## config.mk

```make
export PLATFORM = sky130hd
export DESIGN_NAME = sar_ctrl
export DESIGN_NICKNAME = d
export VERILOG_FILES = /design/src/rtl/sar_pkg.sv /design/src/rtl/sar_sequencer.sv /design/src/rtl/sar_trial_reg.sv /design/src/rtl/sar_result.sv /design/src/rtl/sar_ctrl.sv
export SDC_FILE = /design/constraint.sdc
export NUM_CORES = 1
export LEC_CHECK = 0
export ABC_AREA = 1
export BUFFER_PORTS_ARGS = -buffer_cell sky130_fd_sc_hd__buf_2
export CAP_MARGIN = 20
export CORE_ASPECT_RATIO = 1.4
export CORE_MARGIN = 3
export CORE_UTILIZATION = 45
export DETAILED_ROUTE_END_ITERATION = 8
export GPL_ROUTABILITY_DRIVEN = 0
export PLACE_DENSITY = 0.65
export SLEW_MARGIN = 20
export SYNTH_ARGS = -nofsm -noshare
export SYNTH_HDL_FRONTEND = slang
export SYNTH_SLANG_ARGS = --single-unit
```

## constraint.sdc

```tcl
create_clock -name clk -period 1.2 [get_ports clk]
set_input_delay 0 -clock clk [delete_from_list [all_inputs] [get_ports clk]]
set_output_delay 0 -clock clk [all_outputs]
set_load 0.1 [all_outputs]
```

## src/rtl/sar_pkg.sv

```systemverilog
package sar_pkg;
  typedef enum logic [1:0] {
    PH_IDLE   = 2'd0,
    PH_SAMPLE = 2'd1,
    PH_TRIAL  = 2'd2
  } sar_phase_e;
endpackage

```

## src/rtl/sar_sequencer.sv

```systemverilog
module sar_sequencer
  import sar_pkg::*;
#(
  parameter int N_BITS      = 10,
  parameter int SAMPLE_CLKS = 2
) (
  input  logic                      clk,
  input  logic                      rst_n,
  input  logic                      start_i,
  output logic [$clog2(N_BITS)-1:0] bit_idx_o,
  output logic                      sample_o,
  output logic                      load_msb_o,
  output logic                      trial_o,
  output logic                      last_o
);
  localparam int IDX_W = $clog2(N_BITS);
  localparam int CNT_W = (SAMPLE_CLKS > 1) ? $clog2(SAMPLE_CLKS) : 1;
  localparam logic [IDX_W-1:0] TOP_IDX = IDX_W'(N_BITS - 1);
  localparam logic [CNT_W-1:0] CNT_END = CNT_W'(SAMPLE_CLKS - 1);

  sar_phase_e       phase_q;
  logic [CNT_W-1:0] cnt_q;
  logic [IDX_W-1:0] idx_q;

  always_ff @(posedge clk or negedge rst_n) begin
    if (!rst_n) begin
      phase_q <= PH_IDLE;
      cnt_q   <= '0;
      idx_q   <= '0;
    end else begin
      case (phase_q)
        PH_IDLE: begin
          if (start_i) begin
            phase_q <= PH_SAMPLE;
            cnt_q   <= '0;
          end
        end
        PH_SAMPLE: begin
          if (cnt_q == CNT_END) begin
            phase_q <= PH_TRIAL;
            idx_q   <= TOP_IDX;
          end else begin
            cnt_q <= cnt_q + 1'b1;
          end
        end
        PH_TRIAL: begin
          if (idx_q == '0) begin
            phase_q <= start_i ? PH_SAMPLE : PH_IDLE;
            cnt_q   <= '0;
          end else begin
            idx_q <= idx_q - 1'b1;
          end
        end
        default: phase_q <= PH_IDLE;
      endcase
    end
  end

  assign bit_idx_o  = idx_q;
  assign sample_o   = (phase_q == PH_SAMPLE);
  assign load_msb_o = (phase_q == PH_SAMPLE) && (cnt_q == CNT_END);
  assign trial_o    = (phase_q == PH_TRIAL);
  assign last_o     = (phase_q == PH_TRIAL) && (idx_q == '0);

  // one bit per clock, descending
  assert_trial_order_R4: assert property (@(posedge clk) disable iff (!rst_n)
    (trial_o && !last_o) |=> (trial_o && bit_idx_o == $past(bit_idx_o) - 1'b1));

  // sampling hands over to the top-bit trial
  assert_sample_exit_R2: assert property (@(posedge clk) disable iff (!rst_n)
    load_msb_o |=> (trial_o && bit_idx_o == TOP_IDX));

  // stop request honoured only at the end of a conversion
  assert_stop_idle_R8: assert property (@(posedge clk) disable iff (!rst_n)
    (last_o && !start_i) |=> (phase_q == PH_IDLE));

  // a running controller restarts sampling immediately
  assert_back_to_back_R7: assert property (@(posedge clk) disable iff (!rst_n)
    (last_o && start_i) |=> sample_o);
endmodule

```

## src/rtl/sar_trial_reg.sv

```systemverilog
module sar_trial_reg #(
  parameter int N_BITS = 10
) (
  input  logic                      clk,
  input  logic                      rst_n,
  input  logic                      load_msb_i,
  input  logic                      trial_i,
  input  logic                      last_i,
  input  logic [$clog2(N_BITS)-1:0] bit_idx_i,
  input  logic                      cmp_i,
  output logic [N_BITS-1:0]         dac_code_o,
  output logic [N_BITS-1:0]         decided_o
);
  localparam logic [N_BITS-1:0] ONE = N_BITS'(1);
  localparam logic [N_BITS-1:0] MSB = ONE << (N_BITS - 1);

  logic [N_BITS-1:0] work_q;
  logic [N_BITS-1:0] cur_mask;
  logic [N_BITS-1:0] next_word;

  always_comb begin
    cur_mask  = ONE << bit_idx_i;
    decided_o = (work_q & ~cur_mask) | (cmp_i ? cur_mask : '0);
    next_word = decided_o | (cur_mask >> 1);
  end

  always_ff @(posedge clk or negedge rst_n) begin
    if (!rst_n) begin
      work_q <= '0;
    end else if (load_msb_i) begin
      work_q <= MSB;
    end else if (trial_i) begin
      work_q <= last_i ? '0 : next_word;
    end
  end

  assign dac_code_o = work_q;

  // first trial word is the top bit alone
  assert_first_code_R3: assert property (@(posedge clk) disable iff (!rst_n)
    load_msb_i |=> (dac_code_o == MSB));

  // the tried bit follows the comparator
  assert_keep_bit_R5: assert property (@(posedge clk) disable iff (!rst_n)
    (trial_i && !last_i) |=> (((dac_code_o & $past(cur_mask)) != '0) == $past(cmp_i)));

  // working word cleared when the next sampling phase begins
  assert_clear_R9: assert property (@(posedge clk) disable iff (!rst_n)
    last_i |=> (dac_code_o == '0));
endmodule

```

## src/rtl/sar_result.sv

```systemverilog
module sar_result #(
  parameter int N_BITS = 10
) (
  input  logic              clk,
  input  logic              rst_n,
  input  logic              last_i,
  input  logic [N_BITS-1:0] decided_i,
  output logic [N_BITS-1:0] result_o,
  output logic              done_o
);
  always_ff @(posedge clk or negedge rst_n) begin
    if (!rst_n) begin
      result_o <= '0;
      done_o   <= 1'b0;
    end else begin
      done_o <= last_i;
      if (last_i) result_o <= decided_i;
    end
  end

  // single-clock strobe
  assert_done_pulse_R6: assert property (@(posedge clk) disable iff (!rst_n)
    done_o |=> !done_o);

  // result held between strobes
  assert_result_hold_R6: assert property (@(posedge clk) disable iff (!rst_n)
    !done_o |-> $stable(result_o));
endmodule

```

## src/rtl/sar_ctrl.sv

```systemverilog
module sar_ctrl #(
  parameter int N_BITS      = 10,
  parameter int SAMPLE_CLKS = 2
) (
  input  logic              clk,
  input  logic              rst_n,
  input  logic              start_i,
  input  logic              cmp_i,
  output logic [N_BITS-1:0] dac_code_o,
  output logic              sample_o,
  output logic [N_BITS-1:0] result_o,
  output logic              done_o
);
  localparam int IDX_W = $clog2(N_BITS);

  logic [IDX_W-1:0]  bit_idx;
  logic              load_msb;
  logic              trial;
  logic              last;
  logic [N_BITS-1:0] decided;

  sar_sequencer #(.N_BITS(N_BITS), .SAMPLE_CLKS(SAMPLE_CLKS)) i_seq (
    .clk        (clk),
    .rst_n      (rst_n),
    .start_i    (start_i),
    .bit_idx_o  (bit_idx),
    .sample_o   (sample_o),
    .load_msb_o (load_msb),
    .trial_o    (trial),
    .last_o     (last)
  );

  sar_trial_reg #(.N_BITS(N_BITS)) i_trial (
    .clk        (clk),
    .rst_n      (rst_n),
    .load_msb_i (load_msb),
    .trial_i    (trial),
    .last_i     (last),
    .bit_idx_i  (bit_idx),
    .cmp_i      (cmp_i),
    .dac_code_o (dac_code_o),
    .decided_o  (decided)
  );

  sar_result #(.N_BITS(N_BITS)) i_res (
    .clk       (clk),
    .rst_n     (rst_n),
    .last_i    (last),
    .decided_i (decided),
    .result_o  (result_o),
    .done_o    (done_o)
  );

  // DAC word idle during sampling
  assert_sample_dac_R9: assert property (@(posedge clk) disable iff (!rst_n)
    sample_o |-> (dac_code_o == '0));

  // strobe coincides with the start of a sampling phase or idle
  assert_done_phase_R6: assert property (@(posedge clk) disable iff (!rst_n)
    done_o |-> !trial);
endmodule

```

==> results of run 1 <==
## stage by stage
stage,util,instances,instance area [µm²],hold WS (ps)
finish,0.653,289,2120,88.7
CTS,0.628,286,2040,99.4
global placement,0.595,280,1930,51.5
global route,0.653,289,2120,124
detailed placement,0.595,280,1930,53.0
floorplan,-,203,1640,-296
## layout by cell type (no fill, tap or decap)
| cell type | instances |
|---|---|
| ha_4 | 5 |
| buf_6 | 5 |
| nand4_1 | 7 |
| dlygate4sd3_1 | 1 |
| nand3_1 | 22 |
| nand3_2 | 2 |
| buf_4 | 16 |
| clkbuf_8 | 3 |
| nor2_4 | 2 |
| clkbuf_1 | 1 |
| o21ai_0 | 1 |
| dfrtp_1 | 18 |
| dfrtp_2 | 10 |
| nor2_8 | 1 |
| buf_12 | 1 |
| a21oi_1 | 2 |
| xor2_1 | 1 |
| nor2_1 | 3 |
| buf_2 | 24 |
| nand2_1 | 90 |
| or2_4 | 1 |
| o21ai_2 | 2 |
| ha_2 | 1 |
| ha_1 | 3 |
| nand3_4 | 1 |
| inv_1 | 6 |
| inv_4 | 2 |
| nand2_4 | 4 |
| o21ai_1 | 2 |
| a21boi_4 | 1 |
| inv_6 | 1 |
| nand2_2 | 6 |
| inv_2 | 5 |
## critical path, cell delays in order, from the launching register on
cell and delay (ps):
dfrtp_2 440, inv_2 110, ha_4 210, nand3_4 150
buf_4 180, nand3_1 60, nand2_1 60
## routing by layer
metal / part of all wire / routed length, µm / vias up
met5: 0 / 0 / -
met4: 0.026 / 97 / 0
met3: 0.032 / 122 / 9
met2: 0.54 / 2030 / 29
met1: 0.40 / 1520 / 711
li1: - / - / 743
## cells by family (layout without fill, tap and decap cells)
group           after synthesis  in the layout  share of synthesized area
buf+inv                      18             65                     0.0493
xor+xnor                      1              1                    0.00557
simple gates                139            139                      0.399
fa+ha+maj                     9              9                     0.0716
flops                        28             28                      0.446
compound gates                8              8                     0.0294
## state kept, by name, indices dropped and copies added (netlist names)
register            cells
i_trial.dac_code_o     10
i_seq.cnt_q             1
i_seq.phase_q           2
i_seq.bit_idx_o         4
i_res.result_o         10
i_res.done_o            1
## path summary, 6_finish.rpt
kind | startpoint | to | slack [ps] | depth (start not counted)
setup / recovery | i_seq.bit_idx_o[0] | i_trial.dac_code_o[0] | -130 | 6
hold / removal | start_i | i_seq.phase_q[0] | 90 | 5
setup reg to reg | i_seq.bit_idx_o[0] | i_trial.dac_code_o[0] | -130 | 6
hold reg to reg | i_res.result_o[6] | i_res.result_o[6] | 490 | 2
max in group asynchronous | rst_n | i_trial.dac_code_o[1] | 450 | 2
min in group asynchronous | rst_n | i_res.result_o[6] | 270 | 2
## area by class of cell
cell class | instances | area share
Timing Repair Buffer | 47 | 0.154
Multi-Input combinational cell | 157 | 0.435
Sequential cell | 28 | 0.337
Inverter | 14 | 0.0295
Tap cell | 39 | 0.0230
Clock buffer | 4 | 0.0213
## timing repair
action | 4_1_cts | 5_1_grt
resized for setup | 11 | 16
endpoints found under the hold margin | 28 | 0
pin swaps | 6 | 9
endpoints found under the setup margin | 29 | 29
hold buffers | 1 | 0
setup buffers | 1 | 3
==> results.toml, run 1 <==
[setup_path]
cp.required_ps = 1370
critPathMaxFanout = 6
endpoint_kind = "flop"
arrival_ps = 1500
cp-start-kind = "flop"
crit_type = "flop to flop"

[finish]
seqCellArea_um2 = 713
drive_above_1_share = 0.372
n_antenna_cell = 0
finalNetCount = 264
multiInputGateArea_um2 = 922
syn2layout_area_growth_pct = 34.7
fillers = 278

[grt]
use_met2 = 0.327
grt_overflow = 0
busiest_layer = "met2"
grt_use_met3 = 0.0238
met1_usage = 0.218
antenna_found_initial = 0
grt_pass1_vias = 1414
grt_pass1_wl_mm = 6.34
grt_use_total = 0.185
grt_max_degree = 29

[clocking]
cts_tree = "yes"
cts.sinks = 28
ctsLongestPathBuffers = 2
root_buffer = "clkbuf_8"
htree_levels = 1
clk-insertion-delay-late_ps = 280
clkSlewWorstSetupHoldPaths_ps = 100
cts_buffers = 3

[hold_path]
hold_path_class = "input port to flop"

[sta]
fmax_mhz = 752
worst-slew-pin-transition_ps = 652
slew_violations = 0
slew_headroom = 0.566
setup_tns_ps = -2610
grt_setup_unrepaired = "yes"
hold_viol_final = 0
fin_ws_ps = -130
clock-skew-final_ps = 6.50
fin_crit_sh = 1.11
setup_viol = 28
final.min_clock_period_ps = 1330

[floorplanning]
die_area_um2 = 4250
die_height_um = 76.0
die_x_um = 56.0
row_count = 24
core_region_area_um2 = 3240
initial_core_util = 0.485
ios = 26

[outcome]
violations = "setup timing"
status = "complete, but fails checks"

[placement]
hpwl_mm = 2.84
io_buffers = 25
pre_cts_slack_ps = -134

[detailed_routing]
initialDrtViolationCount = 23
vias = 1492
drt_wl_total_mm = 3.77
ant_nets = 0
drt_first_pass_iters = 4
drcViolationCount = 0
vias_per_cell = 5.16
wl_per_cell_um = 13.1

[run]
maxCapViolCount = 0

[synth]
synth_common_cells = "97 x nand2_1, 28 x dfrtp_1, 23 x nand3_1"
ys_seq_area_frac = 0.446
async_reset_ff_frac = 1.00
synth-main-ff-cell = "dfrtp_1"
synthMostInstantiatedCell = "nand2_1"
avgSynthCellArea_um2 = 7.75
syn-num-nets = 216
synthCells = 203
syn-cell-area_um2 = 1570
synthTopCellsByArea = "dfrtp_1 45%, nand2_1 23%, nand3_1 7.3%"
synth_edf_count = 0
synth.distinct_cells = 24
ys_seq_elements = 28
synth_top_area_share = 0.446
synth_warnings = 0
yosysTopAreaCell = "dfrtp_1"
Power of run 1 is left out: the tool's default activity adds up to more than one toggle a clock period on the data nets, which glitch-free logic cannot reach.
==> run 2, diff against run 1 <==
--- a/config.mk
+++ b/config.mk
@@ -11,6 +11,7 @@
 export CORE_ASPECT_RATIO = 1.4
 export CORE_MARGIN = 3
 export CORE_UTILIZATION = 45
+export CTS_BUF_LIST = sky130_fd_sc_hd__clkbuf_8
 export DETAILED_ROUTE_END_ITERATION = 8
 export GPL_ROUTABILITY_DRIVEN = 0
 export PLACE_DENSITY = 0.65
==> results.toml, run 2 (synthesis results as in run 1) <==
[sta]
clock-skew-final_ps = 3.58
slew_violations = 0
final.min_clock_period_ps = 1330
fin_crit_sh = 1.11
hold_viol_final = 0
fin_ws_ps = -128
slew_headroom = 0.566
fmax_mhz = 753
setup_viol = 28
grt_setup_unrepaired = "yes"
worst-slew-pin-transition_ps = 651

[setup_path]
endpoint_kind = "flop"
cp.required_ps = 1380
crit_type = "flop to flop"
path_cells = "inv_2 > ha_4 > nand3_4 > buf_6 > nand3_1 > o21ai_2"
critPathMaxStageDelay_ps = 440
critPathMaxFanout = 6
crit_path_top_delay_cell = "dfrtp_2"
cp-start-kind = "flop"
arrival_ps = 1500

[floorplanning]
row_count = 24
core_region_area_um2 = 3240
die_x_um = 56.0
ios = 26
initial_core_util = 0.485
die_area_um2 = 4250
die_height_um = 76.0

[clocking]
cts_buffers = 3
root_buffer = "clkbuf_8"
clkSlewWorstSetupHoldPaths_ps = 100
cts_tree = "yes"
ctsLongestPathBuffers = 2
clk-insertion-delay-late_ps = 280
htree_levels = 1
cts.sinks = 28

[hold_path]
hold_path_class = "input port to flop"

[grt]
grt_overflow = 0
grt_pass1_wl_mm = 6.35
grt_use_total = 0.185
grt_pass1_vias = 1421
grt_max_degree = 29
antenna_found_initial = 0

[finish]
multiInputGateArea_um2 = 917
finalNetCount = 264
n_antenna_cell = 0
syn2layout_area_growth_pct = 34.4
drive_above_1_share = 0.364
fillers = 279
post-route-util = 0.652
final_common_cell = "nand2_1"
seqCellArea_um2 = 713
final_cell_mix = "92 x nand2_1, 24 x buf_2, 22 x nand3_1"

[detailed_routing]
ant_nets = 0
initialDrtViolationCount = 23
vias_per_cell = 5.15
wl_per_cell_um = 13.0
vias = 1489
drt_wl_total_mm = 3.76
drt_first_pass_iters = 4
drcViolationCount = 0

[outcome]
violations = "setup timing"
status = "complete, but fails checks"

[placement]
io_buffers = 25
hpwl_mm = 2.84
pre_cts_slack_ps = -134

[run]
maxCapViolCount = 0
-- run 2: cell count changes in the layout (fill, tap and decap cells not counted), sizes merged --
cell | previous run | this run
inv | 14 | 15
clkbuf | 4 | 3
-- run 2: worst max-delay path, delay by kind of cell (launching register included) --
family,cells,cell delay (ps)
AO/OA/AOI/OAI,1,60
adder cells (fa/ha/maj),1,210
buffers and inverters,2,260
flip-flops,1,440
AND/OR/NAND/NOR,2,240
-- run 2: path summary, 6_finish.rpt --
path / start / to / slack, ps / depth (start not counted)
worst max register to register: i_seq.bit_idx_o[0] / i_seq.bit_idx_o[1] / -130 / 6
worst min register to register: i_res.result_o[6] / i_res.result_o[6] / 490 / 2
min in group asynchronous: rst_n / i_res.result_o[6] / 280 / 2
worst max-delay path: i_seq.bit_idx_o[0] / i_seq.bit_idx_o[1] / -130 / 6
max in group asynchronous: rst_n / i_trial.dac_code_o[9] / 450 / 2
worst min-delay path: start_i / i_seq.phase_q[0] / 90 / 5
-- run 2: what timing repair did --
item                       in CTS  in global routing
resized for setup              11                 14
pin swaps                       6                  9
setup buffers                   1                  3
setup endpoints to repair      29                 29
hold buffers                    1                  0
hold endpoints to repair       28                  0
-- run 2: per-stage QoR --
step	hold WS [ps]	area [µm²]	instances	setup TNS [ps]
after floorplan	-296	1640	203	-1960
after global placement	51.5	1930	280	-2010
after detailed placement	53.0	1930	280	-2910
after CTS	99.4	2040	286	-2320
after global routing	124	2110	289	-4570
final	87.1	2110	289	-2550
-- run 2: per-layer routing --
metal	up-vias	share of wire	global-route usage
met5	-	0	0
met4	0	0.026	0.0855
met3	9	0.036	0.0238
met2	32	0.54	0.329
met1	708	0.40	0.215
li1	740	-	-
-- run 2: area by class of cell --
cell class,count,area share
Timing Repair Buffer,47,0.155
Clock buffer,3,0.0195
Tap cell,39,0.0231
Multi-Input combinational cell,157,0.434
Inverter,14,0.0296
Sequential cell,28,0.337
Clock inverter,1,0.00178
Power of run 2 is left out for the same reason.
==> run 3, diff against run 2 <==
--- a/config.mk
+++ b/config.mk
@@ -8,13 +8,15 @@
 export ABC_AREA = 1
 export BUFFER_PORTS_ARGS = -buffer_cell sky130_fd_sc_hd__buf_2
 export CAP_MARGIN = 20
+export CELL_PAD_IN_SITES_DETAIL_PLACEMENT = 1
+export CELL_PAD_IN_SITES_GLOBAL_PLACEMENT = 1
 export CORE_ASPECT_RATIO = 1.4
 export CORE_MARGIN = 3
-export CORE_UTILIZATION = 45
+export CORE_UTILIZATION = 38
 export CTS_BUF_LIST = sky130_fd_sc_hd__clkbuf_8
 export DETAILED_ROUTE_END_ITERATION = 8
 export GPL_ROUTABILITY_DRIVEN = 0
-export PLACE_DENSITY = 0.65
+export PLACE_DENSITY = 0.73
 export SLEW_MARGIN = 20
 export SYNTH_ARGS = -nofsm -noshare
 export SYNTH_HDL_FRONTEND = slang
==> results.toml, run 3 (synthesis results as in run 1) <==
[outcome]
status = "complete, but fails checks"
violations = "setup timing"

[setup_path]
arrival_ps = 1560
endpoint_kind = "flop"
crit_type = "flop to flop"
cp.required_ps = 1380
cp-start-kind = "flop"
worstRegToRegCells = 7
critPathMaxFanout = 5

[clocking]
clk-insertion-delay-late_ps = 280
htree_levels = 1
cts_tree = "yes"
ctsLongestPathBuffers = 2
clkSlewWorstSetupHoldPaths_ps = 100
cts.sinks = 28
cts_buffers = 3
root_buffer = "clkbuf_8"

[floorplanning]
initial_core_util = 0.398
die_x_um = 60.4
ios = 26
die_area_um2 = 4960
row_count = 27
core_region_area_um2 = 3950
die_height_um = 82.1

[detailed_routing]
vias_per_cell = 5.37
initialDrtViolationCount = 48
drt_first_pass_iters = 4
drcViolationCount = 0
drt_wl_total_mm = 5.14
ant_nets = 0
wl_per_cell_um = 17.0
vias = 1627

[finish]
multiInputGateArea_um2 = 982
seqCellArea_um2 = 714
final_cell_mix = "83 x nand2_1, 24 x buf_2, 23 x buf_4"
syn2layout_area_growth_pct = 46.4
final_common_cell = "nand2_1"
fillers = 470
post-route-util = 0.582
finalNetCount = 274
n_antenna_cell = 0
drive_above_1_share = 0.442

[hold_path]
hold_path_class = "input port to flop"
min_delay_path_depth = 5

[grt]
use_met2 = 0.417
antenna_found_initial = 0
busiest_layer = "met2"
grt_max_degree = 29
met1_usage = 0.225
grt_use_met3 = 0.0264
grt_overflow = 0
grt_pass1_vias = 1718
grt_pass1_wl_mm = 8.02
grt_use_total = 0.215

[sta]
slew_headroom = 0.562
fin_crit_sh = 1.15
grt_setup_unrepaired = "yes"
fmax_mhz = 724
worst-slew-pin-transition_ps = 658
slew_violations = 0
clock-skew-final_ps = 4.44
final.min_clock_period_ps = 1380
hold_ws_ps = 136
hold_viol_final = 0
setup_viol = 28
fin_ws_ps = -181

[placement]
pre_cts_slack_ps = -190
hpwl_mm = 3.26
io_buffers = 25

[run]
maxCapViolCount = 0
-- run 3: final timing paths --
| check | slack (ps) | endpoint | startpoint |
|---|---|---|---|
| worst max-delay path | -180 | i_seq.bit_idx_o[2] | i_seq.phase_q[0] |
| worst min-delay path | 140 | i_seq.phase_q[0] | start_i |
| worst max register to register | -180 | i_seq.bit_idx_o[2] | i_seq.phase_q[0] |
| worst min register to register | 480 | i_res.result_o[4] | i_res.result_o[4] |
| max in group asynchronous | 460 | i_trial.dac_code_o[9] | rst_n |
| min in group asynchronous | 270 | i_res.result_o[6] | rst_n |
-- run 3: layout make-up --
type | count | area share
tap | 43 | 0.0234
clock buffer | 3 | 0.0179
timing repair buffer | 55 | 0.177
multi-input combinational | 159 | 0.427
clock inverter | 1 | 0.0130
sequential | 28 | 0.310
inverter | 14 | 0.0315
-- run 3: metrics by stage --
step / setup TNS, ps / cells / cell area (µm²)
after floorplan: -1960 / 203 / 1640
after global placement: -2540 / 286 / 1960
after detailed placement: -3850 / 286 / 1960
after CTS: -2900 / 298 / 2160
after global routing: -5370 / 303 / 2300
final: -3480 / 303 / 2300
-- run 3: critical path, cell delays in order, from the launching register on --
cell and delay, ps:
dfrtp_1 390, inv_2 80, buf_6 120, ha_4 240, a21boi_4 200, nand2_4 100
nand2_1 80, o21ai_1 60
-- run 3: per-layer routing --
metal,up-vias,part of all wire
met4,0,0.031
met2,44,0.58
met1,802,0.35
met5,-,0
met3,18,0.032
li1,763,-
-- run 3: timing repair --
action	4_1_cts	5_1_grt
resized for setup	14	29
hold buffers	1	0
gates cloned	2	0
buffers inserted	5	5
pin swaps	8	14
setup endpoints to repair	29	29
endpoints found under the hold margin	28	0
Power of run 3 is left out for the same reason.
